==> config.mk <==
export PLATFORM = sky130hd
export DESIGN_NAME = flash_rd_engine
export DESIGN_NICKNAME = d
export VERILOG_FILES = /design/src/rtl/flash_rd_pkg.sv /design/src/rtl/flash_rd_decode.sv /design/src/rtl/flash_rd_shifter.sv /design/src/rtl/flash_rd_seq.sv /design/src/rtl/flash_rd_engine.sv
export SDC_FILE = /design/constraint.sdc
export NUM_CORES = 1
export LEC_CHECK = 0
export BUFFER_PORTS_ARGS = -buffer_cell sky130_fd_sc_hd__clkbuf_2
export CORE_UTILIZATION = 59
export DETAILED_ROUTE_END_ITERATION = 7
export PLACE_DENSITY_LB_ADDON = 0.3
export SYNTH_ARGS = -nofsm -noshare
export SYNTH_HDL_FRONTEND = slang
export SYNTH_SLANG_ARGS = --single-unit
==> constraint.sdc <==
create_clock -name clk -period 3.9 [get_ports clk]
set_input_delay 0.78 -clock clk [delete_from_list [all_inputs] [get_ports clk]]
set_output_delay 0.78 -clock clk [all_outputs]
set_load 0.1 [all_outputs]
==> src/rtl/flash_rd_pkg.sv <==
package flash_rd_pkg;

    typedef enum logic [2:0] {
        ST_IDLE,
        ST_CMD,
        ST_ADDR,
        ST_DUMMY,
        ST_DATA,
        ST_GAP
    } rd_state_e;

    // control word field positions
    localparam int OPC_LSB    = 16;
    localparam int GAP_LSB    = 24;
    localparam int DUMHI_BIT  = 14;
    localparam int DUMLO_LSB  = 6;
    localparam int MODE_LSB   = 0;

    localparam logic [1:0] MODE_PLAIN = 2'd0;
    localparam logic [1:0] MODE_FAST  = 2'd1;

    function automatic logic [3:0] size_to_bytes(input logic [1:0] code);
        case (code)
            2'd0:    return 4'd1;
            2'd1:    return 4'd2;
            default: return 4'd4;
        endcase
    endfunction

endpackage

==> src/rtl/flash_rd_decode.sv <==
module flash_rd_decode
    import flash_rd_pkg::*;
#(
    parameter int NUM_CS = 3,
    parameter int CS_W   = (NUM_CS > 1) ? $clog2(NUM_CS) : 1
) (
    input  logic [31:0]       ctrl_word,
    input  logic [NUM_CS-1:0] addr4_mask,
    input  logic [CS_W-1:0]   req_cs,
    input  logic [1:0]        req_size,
    output logic [7:0]        opcode,
    output logic              accept_ok,
    output logic [3:0]        n_dummy,
    output logic [3:0]        n_addr,
    output logic [3:0]        n_data,
    output logic [4:0]        gap_cycles,
    output logic [NUM_CS-1:0] cs_hot
);

    logic [1:0] mode;
    logic       wide_addr;
    logic       cs_in_range;
    logic       unused_ctrl;

    for (genvar g = 0; g < NUM_CS; g++) begin : g_cs
        assign cs_hot[g] = (req_cs == CS_W'(g));
    end

    assign cs_in_range = |cs_hot;
    assign wide_addr   = |(cs_hot & addr4_mask);
    assign mode        = ctrl_word[MODE_LSB +: 2];
    assign opcode      = ctrl_word[OPC_LSB +: 8];
    assign accept_ok   = cs_in_range && (mode == MODE_PLAIN || mode == MODE_FAST);
    assign n_dummy     = (mode == MODE_FAST)
                         ? {1'b0, ctrl_word[DUMHI_BIT], ctrl_word[DUMLO_LSB +: 2]}
                         : 4'd0;
    assign n_addr      = wide_addr ? 4'd4 : 4'd3;
    assign n_data      = size_to_bytes(req_size);
    assign gap_cycles  = 5'd16 - {1'b0, ctrl_word[GAP_LSB +: 4]};

    assign unused_ctrl = ^{ctrl_word[31:28], ctrl_word[15], ctrl_word[13:8], ctrl_word[5:2]};

endmodule

==> src/rtl/flash_rd_shifter.sv <==
module flash_rd_shifter (
    input  logic       clk,
    input  logic       rst_n,
    input  logic       go,
    input  logic [7:0] tx_byte,
    input  logic       miso,
    output logic       done,
    output logic [7:0] rx_byte,
    output logic       sclk,
    output logic       mosi
);

    logic       busy;
    logic       phase;
    logic [2:0] bit_left;
    logic [7:0] tx_q;

    always_ff @(posedge clk or negedge rst_n) begin
        if (!rst_n) begin
            busy     <= 1'b0;
            phase    <= 1'b0;
            bit_left <= 3'd0;
            tx_q     <= 8'd0;
            rx_byte  <= 8'd0;
            sclk     <= 1'b0;
            mosi     <= 1'b0;
            done     <= 1'b0;
        end else begin
            done <= 1'b0;
            if (!busy) begin
                if (go && !done) begin
                    busy     <= 1'b1;
                    phase    <= 1'b0;
                    bit_left <= 3'd7;
                    tx_q     <= tx_byte;
                    mosi     <= tx_byte[7];
                end
            end else if (!phase) begin
                sclk    <= 1'b1;
                rx_byte <= {rx_byte[6:0], miso};
                phase   <= 1'b1;
            end else begin
                sclk  <= 1'b0;
                phase <= 1'b0;
                if (bit_left == 3'd0) begin
                    busy <= 1'b0;
                    done <= 1'b1;
                end else begin
                    bit_left <= bit_left - 3'd1;
                    tx_q     <= {tx_q[6:0], 1'b0};
                    mosi     <= tx_q[6];
                end
            end
        end
    end

endmodule

==> src/rtl/flash_rd_seq.sv <==
module flash_rd_seq
    import flash_rd_pkg::*;
#(
    parameter int NUM_CS = 3
) (
    input  logic              clk,
    input  logic              rst_n,
    input  logic              req_valid,
    input  logic [31:0]       req_offset,
    input  logic [7:0]        opcode,
    input  logic              accept_ok,
    input  logic [3:0]        n_dummy,
    input  logic [3:0]        n_addr,
    input  logic [3:0]        n_data,
    input  logic [4:0]        gap_cycles,
    input  logic [NUM_CS-1:0] cs_hot,
    input  logic              sh_done,
    input  logic [7:0]        sh_rx,
    output logic              req_ready,
    output logic              sh_go,
    output logic [7:0]        sh_tx,
    output logic [NUM_CS-1:0] cs_n,
    output logic              resp_valid,
    output logic              resp_err,
    output logic [31:0]       resp_data
);

    rd_state_e   state_q, state_d;
    logic [3:0]  idx_q;
    logic [7:0]  op_q;
    logic [31:0] addr_q;
    logic [3:0]  naddr_q, ndum_q, ndata_q;
    logic [4:0]  gap_q;
    logic        last_addr, last_dummy, last_data;

    assign last_addr  = (idx_q == naddr_q - 4'd1);
    assign last_dummy = (idx_q == ndum_q - 4'd1);
    assign last_data  = (idx_q == ndata_q - 4'd1);
    assign req_ready  = (state_q == ST_IDLE);

    // state register
    always_ff @(posedge clk or negedge rst_n) begin
        if (!rst_n) state_q <= ST_IDLE;
        else        state_q <= state_d;
    end

    // next state
    always_comb begin
        state_d = state_q;
        unique case (state_q)
            ST_IDLE:  if (req_valid && accept_ok) state_d = ST_CMD;
            ST_CMD:   if (sh_done) state_d = ST_ADDR;
            ST_ADDR:  if (sh_done && last_addr)
                          state_d = (ndum_q != 4'd0) ? ST_DUMMY : ST_DATA;
            ST_DUMMY: if (sh_done && last_dummy) state_d = ST_DATA;
            ST_DATA:  if (sh_done && last_data) state_d = ST_GAP;
            ST_GAP:   if (gap_q == 5'd1) state_d = ST_IDLE;
            default:  state_d = ST_IDLE;
        endcase
    end

    // byte to shift
    always_comb begin
        sh_go = 1'b0;
        sh_tx = 8'hFF;
        unique case (state_q)
            ST_CMD: begin
                sh_go = 1'b1;
                sh_tx = op_q;
            end
            ST_ADDR: begin
                sh_go = 1'b1;
                sh_tx = 8'(addr_q >> {(naddr_q - 4'd1 - idx_q), 3'b000});
            end
            ST_DUMMY, ST_DATA: sh_go = 1'b1;
            default: ;
        endcase
    end

    // datapath and outputs
    always_ff @(posedge clk or negedge rst_n) begin
        if (!rst_n) begin
            idx_q      <= 4'd0;
            op_q       <= 8'd0;
            addr_q     <= 32'd0;
            naddr_q    <= 4'd3;
            ndum_q     <= 4'd0;
            ndata_q    <= 4'd1;
            gap_q      <= 5'd0;
            cs_n       <= '1;
            resp_valid <= 1'b0;
            resp_err   <= 1'b0;
            resp_data  <= 32'd0;
        end else begin
            resp_valid <= 1'b0;
            unique case (state_q)
                ST_IDLE: if (req_valid) begin
                    resp_data <= 32'd0;
                    idx_q     <= 4'd0;
                    if (accept_ok) begin
                        op_q    <= opcode;
                        naddr_q <= n_addr;
                        addr_q  <= (n_addr == 4'd4) ? req_offset : {8'd0, req_offset[23:0]};
                        ndum_q  <= n_dummy;
                        ndata_q <= n_data;
                        gap_q   <= gap_cycles;
                        cs_n    <= ~cs_hot;
                    end else begin
                        resp_valid <= 1'b1;
                        resp_err   <= 1'b1;
                    end
                end
                ST_CMD: if (sh_done) idx_q <= 4'd0;
                ST_ADDR: if (sh_done) idx_q <= last_addr ? 4'd0 : idx_q + 4'd1;
                ST_DUMMY: if (sh_done) idx_q <= last_dummy ? 4'd0 : idx_q + 4'd1;
                ST_DATA: if (sh_done) begin
                    resp_data[{idx_q[1:0], 3'b000} +: 8] <= sh_rx;
                    idx_q <= idx_q + 4'd1;
                    if (last_data) begin
                        cs_n       <= '1;
                        resp_valid <= 1'b1;
                        resp_err   <= 1'b0;
                    end
                end
                ST_GAP: gap_q <= gap_q - 5'd1;
                default: ;
            endcase
        end
    end

endmodule

==> src/rtl/flash_rd_engine.sv <==
module flash_rd_engine
    import flash_rd_pkg::*;
#(
    parameter int NUM_CS = 3,
    parameter int CS_W   = (NUM_CS > 1) ? $clog2(NUM_CS) : 1
) (
    input  logic              clk,
    input  logic              rst_n,
    input  logic [31:0]       ctrl_word,
    input  logic [NUM_CS-1:0] addr4_mask,
    input  logic              req_valid,
    output logic              req_ready,
    input  logic [CS_W-1:0]   req_cs,
    input  logic [31:0]       req_offset,
    input  logic [1:0]        req_size,
    output logic              resp_valid,
    output logic              resp_err,
    output logic [31:0]       resp_data,
    output logic              spi_sclk,
    output logic              spi_mosi,
    input  logic              spi_miso,
    output logic [NUM_CS-1:0] spi_cs_n
);

    logic [7:0]        opcode;
    logic              accept_ok;
    logic [3:0]        n_dummy, n_addr, n_data;
    logic [4:0]        gap_cycles;
    logic [NUM_CS-1:0] cs_hot;
    logic              sh_go, sh_done;
    logic [7:0]        sh_tx, sh_rx;

    flash_rd_decode #(.NUM_CS(NUM_CS), .CS_W(CS_W)) u_dec (
        .ctrl_word  (ctrl_word),
        .addr4_mask (addr4_mask),
        .req_cs     (req_cs),
        .req_size   (req_size),
        .opcode     (opcode),
        .accept_ok  (accept_ok),
        .n_dummy    (n_dummy),
        .n_addr     (n_addr),
        .n_data     (n_data),
        .gap_cycles (gap_cycles),
        .cs_hot     (cs_hot)
    );

    flash_rd_seq #(.NUM_CS(NUM_CS)) u_seq (
        .clk        (clk),
        .rst_n      (rst_n),
        .req_valid  (req_valid),
        .req_offset (req_offset),
        .opcode     (opcode),
        .accept_ok  (accept_ok),
        .n_dummy    (n_dummy),
        .n_addr     (n_addr),
        .n_data     (n_data),
        .gap_cycles (gap_cycles),
        .cs_hot     (cs_hot),
        .sh_done    (sh_done),
        .sh_rx      (sh_rx),
        .req_ready  (req_ready),
        .sh_go      (sh_go),
        .sh_tx      (sh_tx),
        .cs_n       (spi_cs_n),
        .resp_valid (resp_valid),
        .resp_err   (resp_err),
        .resp_data  (resp_data)
    );

    flash_rd_shifter u_shf (
        .clk     (clk),
        .rst_n   (rst_n),
        .go      (sh_go),
        .tx_byte (sh_tx),
        .miso    (spi_miso),
        .done    (sh_done),
        .rx_byte (sh_rx),
        .sclk    (spi_sclk),
        .mosi    (spi_mosi)
    );

endmodule

==> parameters.txt, run 1 <==
Parameter                              Value

Finish
  Filler-free cell count of the finished design    733
  Number of nets in the layout    682
  Most common cell after layout, fill and taps aside    sky130_fd_sc_hd__dfrtp_1
  Commonest cells after routing, fill and taps aside    sky130_fd_sc_hd__dfrtp_1 (115), sky130_fd_sc_hd__clkbuf_2 (98), sky130_fd_sc_hd__mux2_2 (42), sky130_fd_sc_hd__a22o_1 (41), sky130_fd_sc_hd__nand2_1 (33)
  Filler cell count    641
  Reg area    3010 sq um
  Fraction of final layout cells sized beyond drive strength 1    34.4%
  Ant. Diodes    0
  P&R area growth vs syn    20.2%
  Multi-input gate area in the final layout    2580 sq um

Critical path
  Type of origin of the critical path    flip-flop
  R2R cell count    4
  Crit Path Category    flip-flop to output pin
  Kind of end point of the critical path    output pin
  Critical path required time    3.12 ns
  Maximum fanout count along the critical path    19
  Startpoint of the most critical register-to-register path    u_seq.state_q[2]$_DFFE_PN0P_
  Critical Path Source    u_seq.state_q[2]$_DFFE_PN0P_
  Arrival time reported for the critical path endpoint    2.19 ns

Timing
  Final hold violations    0
  Final Skew    0.00748 ns
  Final-report max-slew violation count    0
  Tightest Pin Transition    0.911 ns
  Aggregate negative setup slack    0 ns
  Final period demand of the worst path    2.97 ns
  Final setup violation count    0
  Max-Slew Margin vs Limit    39.1%
  RSZ-0062 raised after global routing    no
  Share of the cycle needed by the critical path after routing    76.3%
  Maximum clock rate    336 MHz

Logic synthesis
  Synth unique cells    60
  Ys async rst share    100%
  Number of instances in the synthesized netlist    491
  Post-Synthesis Mean Instance Area    11.8 sq um
  Top flip-flop cell by instance count after synthesis    sky130_fd_sc_hd__dfrtp_1
  Synth Net Count    582
  Number of enable-type register cells in the synthesized netlist    0
  Synth warn    0
  Register bit count reported by yosys    120
  Share of synthesized area occupied by flip-flops and latches    52.0%
  Synthesized cell area    5780 sq um

Global route
  Met1 routing resource usage after global routing    35.9%
  Global-route usage over all layers    27.6%
  Fraction of met3 tracks used by global routing    5.20%
  Antenna violations before repair    0
  Vias in the first global route    4374
  Layer with the highest usage    met2
  Remaining global-route overflow    0
  Grt met2 use    45.3%
  Largest net degree at the start of global routing    72
  Global-route wire length before repair    21400 um

Clock network
  Clock slew seen by the registers of the worst setup and hold paths    0.06 ns
  Total of cells resized after clock tree synthesis    0
  Number of buffers between clock root and the deepest sink    2
  Post-CTS Hold Buffers    0
  Clk_lat worst skew    0.52 ns
  H-tree depth reported by CTS    4
  TritonCTS buffer count    17
  Number of clock sinks    120
  CTS tree    yes
  Clock tree root driver cell    sky130_fd_sc_hd__clkbuf_8
  Number of buffers inserted to repair setup after CTS    0

Die
  Die width    101 um
  Die Y    101 um
  Die outline area    10200 sq um
  Site Rows    35
  Standard cell core area    9370 sq um
  Starting Density    61.7%
  Number of placed I/O pins    115

Route
  Remaining routing DRC violations    0
  Routed wirelength normalized by instance count    17.7 um
  Vias    4355
  Via density    5.94
  Number of DRC markers in iteration 0    255
  ANT nets after route    0
  Pre-Repair DR Iteration Count    4
  DRT Wirelength    12900 um

Pwr
  Power consumption    0.00572 W
  Total power divided by cell area    822 nW/um^2
  Leakage power of the design    3.25 nW
  Peak ir drop on the vdd network    0.000386 V

Placement
  Placer Congestion    0.856
  DP HPWL    8610 um
  Port bufs    99
  Post-Place Cells    701

Worst hold path
  Class of the tightest hold or removal check    primary input to async pin

Run status
  Outcome    finished clean

Flow run
  Number of max-cap violations    0
==> power breakdown <==
group,switching [W],internal [W],leakage [nW]
Combinational,0.00130,0.000850,1.47
Clock,0.000654,0.000818,0.269
Sequential,0.000394,0.00170,1.51
Total,0.00235,0.00337,3.25
==> registers in the layout (all words and copies together), names as in the netlist <==
register,flops
u_seq.resp_data,32
u_shf.mosi,1
u_shf.tx_q,7
u_shf.sclk,1
u_seq.resp_err,1
u_shf.bit_left,3
u_shf.busy,1
u_seq.cs_n,3
u_seq.idx_q,4
u_seq.op_q,8
u_seq.resp_valid,1
u_shf.done,1
u_seq.ndum_q,3
u_shf.rx_byte,8
u_seq.state_q,3
u_seq.addr_q,32
u_shf.phase,1
u_seq.ndata_q,3
u_seq.gap_q,5
u_seq.naddr_q,2
==> synth_stat cells (2+ instances only) <==
cell	n	area, sq um
sky130_fd_sc_hd__a2111oi_4	2	55.1
sky130_fd_sc_hd__a21boi_0	2	15.0
sky130_fd_sc_hd__a21o_1	5	37.5
sky130_fd_sc_hd__a21oi_1	29	145
sky130_fd_sc_hd__a22o_1	41	359
sky130_fd_sc_hd__a311oi_1	4	35.0
sky130_fd_sc_hd__a31oi_1	5	31.3
sky130_fd_sc_hd__and3_1	5	31.3
sky130_fd_sc_hd__buf_2	8	40.0
sky130_fd_sc_hd__clkbuf_1	12	45.0
sky130_fd_sc_hd__dfrtp_1	115	2880
sky130_fd_sc_hd__dfstp_2	5	131
sky130_fd_sc_hd__ha_1	16	200
sky130_fd_sc_hd__inv_1	23	86.3
sky130_fd_sc_hd__mux2_2	42	473
sky130_fd_sc_hd__mux4_2	8	180
sky130_fd_sc_hd__nand2_1	33	124
sky130_fd_sc_hd__nand2b_1	10	62.6
sky130_fd_sc_hd__nand3_1	4	20.0
sky130_fd_sc_hd__nand3b_1	3	22.5
sky130_fd_sc_hd__nor2_1	18	67.6
sky130_fd_sc_hd__nor2b_1	2	12.5
sky130_fd_sc_hd__nor3_1	11	55.1
sky130_fd_sc_hd__nor4_1	2	12.5
sky130_fd_sc_hd__nor4_2	2	25.0
sky130_fd_sc_hd__o21ai_0	26	130
sky130_fd_sc_hd__o21ai_1	4	20.0
sky130_fd_sc_hd__o221a_2	2	22.5
sky130_fd_sc_hd__o2bb2ai_1	3	26.3
sky130_fd_sc_hd__o31a_1	3	26.3
sky130_fd_sc_hd__o31ai_1	4	30.0
sky130_fd_sc_hd__or3_1	4	25.0
sky130_fd_sc_hd__or3_4	2	22.5
sky130_fd_sc_hd__xnor2_1	6	52.6
sky130_fd_sc_hd__xor2_1	5	43.8
==> critical path, cell delays in order (launching register included) <==
cell                       delay, ns
sky130_fd_sc_hd__dfrtp_1        0.62
sky130_fd_sc_hd__nor3_1         0.48
sky130_fd_sc_hd__clkbuf_2       0.56
==> path summary, 6_finish.rpt <==
check,end,slack (ns)
min,u_seq.ndum_q[1]$_DFFE_PN0P_,0.38
min in group clk,u_seq.ndata_q[0]$_DFFE_PN1P_,0.42
min reg2reg,u_seq.naddr_q[2]$_DFFE_PN0P_,0.48
max,req_ready,0.93
max in group asynchronous,u_seq.naddr_q[1]$_DFFE_PN1P_,2.71
max reg2reg,u_seq.resp_data[1]$_DFFE_PN0P_,1.11
==> cell type report <==
cell class / count / area share, %
clock buffer: 17 / 5.96
clock inverter: 15 / 2.12
inverter: 24 / 1.30
multi-input combinational: 324 / 37.1
sequential: 120 / 43.3
tap: 129 / 2.32
timing repair buffer: 104 / 7.88
==> kinds of logic after synthesis <==
kind of cell	synth area share, %
xor gates and xnor gates	1.95
adders and majority gates	3.63
DFF	52.0
muxes	11.5
buffers and inverters	3.42
AOI/OAI and AO/OA	17.7
and+or+nand+nor	9.80
==> per-stage QoR <==
step | cell area [sq um] | utilization (%) | setup slack [ns] | hold slack [ns]
floorplan | 5780 | - | 0.272 | 0.450
global placement | 6390 | 68.2 | 1.07 | 0.461
detailed placement | 6390 | 68.2 | 0.981 | 0.467
CTS | 6950 | 74.2 | 0.921 | 0.412
global route | 6950 | 74.2 | 0.810 | 0.410
finish | 6950 | 74.2 | 0.925 | 0.378
==> routing by layer <==
layer	routed length, um	up-vias
li1	-	2022
met1	5590	2149
met4	217	0
met3	737	23
met5	0	-
met2	6400	161
Power figures use the tool's default switching activity.
==> inputs of run 2 (changes only) <==
- CORE_UTILIZATION: 59 -> 55
- clock period: 3.9 -> 2.9 ns (I/O delays scaled with it)
==> run 2 against run 1 <==
Against the previous run: the flow now finishes with violations (design-rule violations); final cell count increased by 2.6%; die area increased by 7.1%; combinational power increased by 40%; worst setup slack got worse by 0.69 ns; largest cell class unchanged.
==> parameters.txt, run 2 (synthesized netlist as in run 1, its figures left out) <==
Parameter                              Value

Run status
  Outcome    complete, but fails checks
  Violations in the final reports    design-rule violations

Die
  Number of placed I/O pins    115
  Site Rows    37
  Starting Density    56.3%
  Die width    105 um
  Die outline area    10900 sq um
  Standard cell core area    10300 sq um
  Die Y    105 um

Finish
  Filler cell count    793
  Top flop regs    u_seq.addr_q x32, u_seq.resp_data x32
  Number of nets in the layout    694
  Reg area    3010 sq um
  Most common cell after layout, fill and taps aside    sky130_fd_sc_hd__dfrtp_1
  P&R area growth vs syn    22.6%
  Post-route design area    7090 sq um
  Fraction of final layout cells sized beyond drive strength 1    35.9%
  Commonest cells after routing, fill and taps aside    sky130_fd_sc_hd__dfrtp_1 (115), sky130_fd_sc_hd__clkbuf_2 (98), sky130_fd_sc_hd__mux2_2 (42), sky130_fd_sc_hd__a22o_1 (41), sky130_fd_sc_hd__nand2_1 (33)
  Multi-input gate area in the final layout    2590 sq um
  Ant. Diodes    0

Pwr
  Peak ir drop on the vdd network    0.000764 V
  Leakage power of the design    3.33 nW
  Total power divided by cell area    1110 nW/um^2

Timing
  Final hold violations    0
  Share of the cycle needed by the critical path after routing    91.9%
  RSZ-0062 raised after global routing    no
  Final-report max-slew violation count    0
  Tightest Pin Transition    0.781 ns
  Maximum clock rate    375 MHz
  Aggregate negative setup slack    0 ns
  Final period demand of the worst path    2.66 ns
  Max-Slew Margin vs Limit    47.6%
  Final setup violation count    0
  Final Skew    0.0144 ns

Global route
  Global-route wire length before repair    21400 um
  Layer with the highest usage    met2
  Largest net degree at the start of global routing    46
  Vias in the first global route    4380
  Antenna violations before repair    0
  Global-route usage over all layers    25.2%
  Grt met2 use    39.8%
  Met1 routing resource usage after global routing    32.8%
  Fraction of met3 tracks used by global routing    6.24%
  Remaining global-route overflow    0

Route
  Via density    5.82
  DRT Wirelength    12800 um
  ANT nets after route    0
  Remaining routing DRC violations    2
  Vias    4379
  Pre-Repair DR Iteration Count    8
  Number of DRC markers in iteration 0    186
  Routed wirelength normalized by instance count    17.0 um

Placement
  DP HPWL    8660 um
  Placed inst area    6490 sq um
  Placer Congestion    0.834
  Port bufs    99

Clock network
  Clk_lat worst skew    0.51 ns
  H-tree depth reported by CTS    4
  Number of clock sinks    120
  Clock tree root driver cell    sky130_fd_sc_hd__clkbuf_8
  Clock slew seen by the registers of the worst setup and hold paths    0.06 ns
  Number of buffers between clock root and the deepest sink    2
  CTS tree    yes
  Post-CTS Hold Buffers    0
  Total of cells resized after clock tree synthesis    0
  TritonCTS buffer count    17
  Number of buffers inserted to repair setup after CTS    0

Critical path
  Maximum fanout count along the critical path    6
  Crit Path Category    flip-flop to flip-flop
  Worst reg2reg path endpoint    u_shf.mosi$_DFFE_PN0P_
  R2R cell count    10
  Critical path required time    3.33 ns
  End of the critical path    u_shf.mosi$_DFFE_PN0P_
  Worst stage delay on the critical path    0.54 ns
  Cell chain of the critical path    inv_1 > ha_1 > inv_1 > ha_1 > a21boi_0 > or3_4 > a2111oi_4 > buf_4 > a21oi_1 > a21oi_1
  Master of the slowest instance on the critical path    sky130_fd_sc_hd__dfstp_2
  Critical Path Source    u_seq.naddr_q[1]$_DFFE_PN1P_
  Slack of the worst reg-to-reg path    0.24 ns
  Kind of end point of the critical path    flip-flop
  Type of origin of the critical path    flip-flop
  Arrival time reported for the critical path endpoint    3.09 ns
  Startpoint of the most critical register-to-register path    u_seq.naddr_q[1]$_DFFE_PN1P_

Worst hold path
  Class of the tightest hold or removal check    primary input to async pin

Flow run
  Number of max-cap violations    0
## run 2: stage by stage
stage | power [W] | instances | utilization (%) | worst slack (ns) | hold slack [ns]
CTS | 0.00788 | 752 | 69.0 | 0.250 | 0.0963
floorplan | 0.00500 | 491 | - | 0.253 | 0.284
detailed placement | 0.00574 | 720 | 63.2 | 0.287 | 0.465
finish | 0.00785 | 752 | 69.0 | 0.236 | 0.0892
global route | 0.00831 | 752 | 69.0 | 0.160 | 0.121
global placement | 0.00559 | 720 | 63.2 | 0.363 | 0.464
## run 2: layer usage
| metal | wire (um) | vias to the layer above |
|---|---|---|
| li1 | - | 2044 |
| met1 | 5700 | 2155 |
| met2 | 6140 | 155 |
| met3 | 640 | 25 |
| met4 | 320 | 0 |
| met5 | 0 | - |
## run 2: cell type report
cell class              count  area share [%]
clock buffers              17            5.84
clock inverters            15            2.54
inverters                  24            1.27
multi-input cells         324            36.5
flip-flops and latches    120            42.4
well taps                 136            2.40
repair buffers            116            9.00
## run 2: worst min-delay path by stage
stage	start	cells past startpoint	slack (ns)	endpoint
2_1_floorplan	rst_n	0	0.28	u_seq.addr_q[0]$_DFFE_PN0P_
3_3_place_gp	u_seq.naddr_q[2]$_DFFE_PN0P_	1	0.46	u_seq.naddr_q[2]$_DFFE_PN0P_
3_5_place_dp	u_seq.naddr_q[2]$_DFFE_PN0P_	1	0.47	u_seq.naddr_q[2]$_DFFE_PN0P_
4_1_cts	rst_n	1	0.1	u_seq.resp_err$_DFFE_PN0P_
5_1_grt	rst_n	1	0.12	u_seq.ndum_q[0]$_DFFE_PN0P_
6_report	rst_n	1	0.09	u_seq.ndum_q[1]$_DFFE_PN0P_
## run 2: critical path: cells and delay by family (launching register included)
family | cells | cell delay [ns]
fa+ha+maj | 2 | 0.58
flops | 1 | 0.54
buf+inv | 3 | 0.30
compound gates | 4 | 0.79
simple gates | 1 | 0.37
## run 2: where the power goes
group	leakage (nW)	switching, W	internal (W)
sequential	1.51	0.000493	0.00229
combinational	1.53	0.00180	0.00121
clock	0.287	0.000875	0.00119
==> inputs of run 3 (changes only) <==
- CORE_UTILIZATION: 55 -> 37
==> run 3 against run 2 <==
Against the previous run: the flow now finishes without violations; flip-flop and latch count unchanged; core utilization is 22 points lower; clock skew shrank 0.011 ns; routed wire length up 0.83%; clock-buffer cell count increased by 2; non-clock buffer count stayed put; register-to-register slack better by 0.08 ns; critical path type unchanged.
==> parameters.txt, run 3 (synthesized netlist as in run 1, its figures left out) <==
Parameter                              Value

Route
  Routed wirelength normalized by instance count    16.0 um
  Via density    5.31
  DRT Wirelength    12900 um
  Pre-Repair DR Iteration Count    4
  Number of DRC markers in iteration 0    192
  Remaining routing DRC violations    0
  ANT nets after route    0
  Vias    4277

Placement
  DP HPWL    9300 um
  Place WS    0.323 ns
  Port bufs    99
  Placer Congestion    0.782

Finish
  Number of nets in the layout    694
  Fraction of final layout cells sized beyond drive strength 1    35.9%
  Filler cell count    1383
  Most common cell after layout, fill and taps aside    sky130_fd_sc_hd__dfrtp_1
  Top flop regs    u_seq.addr_q x32, u_seq.resp_data x32
  Commonest cells after routing, fill and taps aside    sky130_fd_sc_hd__dfrtp_1 (115), sky130_fd_sc_hd__clkbuf_2 (98), sky130_fd_sc_hd__mux2_2 (42), sky130_fd_sc_hd__a22o_1 (41), sky130_fd_sc_hd__nand2_1 (33)
  P&R area growth vs syn    24.6%

Die
  Die Y    127 um
  Die width    127 um
  Standard cell core area    15200 sq um
  Die outline area    16100 sq um
  Number of placed I/O pins    115
  Site Rows    45
  Starting Density    38.0%

Flow run
  Number of max-cap violations    0

Critical path
  Critical path required time    3.24 ns
  Critical Path Source    u_seq.naddr_q[1]$_DFFE_PN1P_
  Worst reg2reg path endpoint    u_shf.tx_q[3]$_DFFE_PN0P_
  Kind of end point of the critical path    flip-flop
  Slack of the worst reg-to-reg path    0.32 ns
  Arrival time reported for the critical path endpoint    2.92 ns
  Startpoint of the most critical register-to-register path    u_seq.naddr_q[1]$_DFFE_PN1P_
  R2R cell count    10
  Maximum fanout count along the critical path    7
  Crit Path Category    flip-flop to flip-flop
  Type of origin of the critical path    flip-flop

Timing
  Max-Slew Margin vs Limit    44.8%
  Final Skew    0.00371 ns
  Final setup violation count    0
  Share of the cycle needed by the critical path after routing    88.9%
  Maximum clock rate    388 MHz
  Final hold violations    0
  Tightest Pin Transition    0.821 ns
  Final-report max-slew violation count    0
  RSZ-0062 raised after global routing    no
  Least setup slack across all paths after layout    0.321 ns
  Final period demand of the worst path    2.58 ns
  Aggregate negative setup slack    0 ns

Pwr
  Peak ir drop on the vdd network    0.000573 V
  Fraction of power spent switching nets    37.4%
  Pint    0.00498 W
  Switching power of the nets    0.00298 W
  Leakage power of the design    3.35 nW
  Clock network fraction of design power    27.9%
  Logic pwr share    37.3%
  Total power divided by cell area    1100 nW/um^2
  Share of total power in sequential cells    34.8%

Clock network
  TritonCTS buffer count    17
  Clock slew seen by the registers of the worst setup and hold paths    0.05 ns
  Post-CTS Hold Buffers    0
  H-tree depth reported by CTS    4
  Number of buffers between clock root and the deepest sink    2
  Clock tree root driver cell    sky130_fd_sc_hd__clkbuf_16
  Total of cells resized after clock tree synthesis    0
  CTS tree    yes
  Number of clock sinks    120
  Clk_lat worst skew    0.41 ns
  Number of buffers inserted to repair setup after CTS    0

Global route
  Remaining global-route overflow    0
  Antenna violations before repair    1
  Global-route usage over all layers    17.4%
  Vias in the first global route    4371
  Global-route wire length before repair    21900 um
  Largest net degree at the start of global routing    59

Worst hold path
  Class of the tightest hold or removal check    primary input to async pin

Run status
  Outcome    finished clean
-- run 3: changes by cell type in the layout (fill, tap and decap cells not counted) --
cell and delta:
sky130_fd_sc_hd__inv_8 -6, sky130_fd_sc_hd__clkinv_8 -2, sky130_fd_sc_hd__clkinv_2 +5, sky130_fd_sc_hd__clkbuf_16 +1, sky130_fd_sc_hd__buf_12 +1, sky130_fd_sc_hd__clkbuf_8 +1, sky130_fd_sc_hd__inv_6 -3, sky130_fd_sc_hd__diode_2 +1
sky130_fd_sc_hd__bufinv_16 +3, sky130_fd_sc_hd__clkinvlp_4 +1, sky130_fd_sc_hd__buf_4 -1
-- run 3: power groups by stage --
| stage | Clock, W | Combinational [W] | Sequential (W) |
|---|---|---|---|
| 3_3_place_gp | 0 | 0.00290 | 0.00276 |
| 2_1_floorplan | 0 | 0.00201 | 0.00300 |
| 3_5_place_dp | 0 | 0.00298 | 0.00280 |
| 4_1_cts | 0.00226 | 0.00300 | 0.00278 |
| 6_report | 0.00222 | 0.00297 | 0.00277 |
| 5_1_grt | 0.00235 | 0.00325 | 0.00287 |
-- run 3: area by class of cell --
type	instances	area [sq um]	area share (%)
Antenna cell	1	2.50	0.0347
Tap cell	188	235	3.27
Timing Repair Buffer	116	651	9.03
Inverter	24	90.1	1.25
Sequential cell	120	3010	41.8
Multi-Input combinational cell	324	2590	35.9
Clock inverter	13	176	2.45
Clock buffer	19	453	6.29
-- run 3: worst max-delay path: stages (launching register included) --
cell and delay, ns:
sky130_fd_sc_hd__dfstp_2 0.53, sky130_fd_sc_hd__inv_1 0.05, sky130_fd_sc_hd__ha_1 0.27, sky130_fd_sc_hd__inv_1 0.04
sky130_fd_sc_hd__ha_1 0.30, sky130_fd_sc_hd__a21boi_0 0.16, sky130_fd_sc_hd__or3_4 0.36, sky130_fd_sc_hd__a2111oi_4 0.39
sky130_fd_sc_hd__buf_4 0.21, sky130_fd_sc_hd__a21oi_1 0.07, sky130_fd_sc_hd__a21oi_1 0.12
-- run 3: worst max path at each step --
| stage | end | slack, ns | cells after the start |
|---|---|---|---|
| floorplan | u_shf.bit_left[2]$_DFFE_PN0P_ | 0.25 | 7 |
| global placement | u_shf.mosi$_DFFE_PN0P_ | 0.37 | 10 |
| detailed placement | u_shf.tx_q[3]$_DFFE_PN0P_ | 0.32 | 10 |
| CTS | u_shf.tx_q[3]$_DFFE_PN0P_ | 0.29 | 10 |
| global route | u_shf.tx_q[6]$_DFFE_PN0P_ | 0.20 | 10 |
| finish | u_shf.tx_q[3]$_DFFE_PN0P_ | 0.32 | 10 |
-- run 3: per-stage QoR --
stage                     area (sq um)  total power [W]  cells  hold slack [ns]  util [%]
after floorplan                   5790          0.00500    491            0.284         -
after global placement            6570          0.00566    772            0.460      43.2
after detailed placement          6570          0.00579    772            0.466      43.2
after CTS                         7200          0.00804    804            0.218      47.4
after global routing              7200          0.00848    804            0.258      47.4
final                             7200          0.00796    805            0.197      47.4
-- run 3: per-layer routing --
metal / vias to the layer above / track usage [%] / wire length [um]
met4: 0 / 5.81 / 153
met2: 116 / 27.7 / 5950
met1: 2103 / 22.8 / 6100
met5: - / 0 / 0
li1: 2043 / - / -
met3: 15 / 5.11 / 702
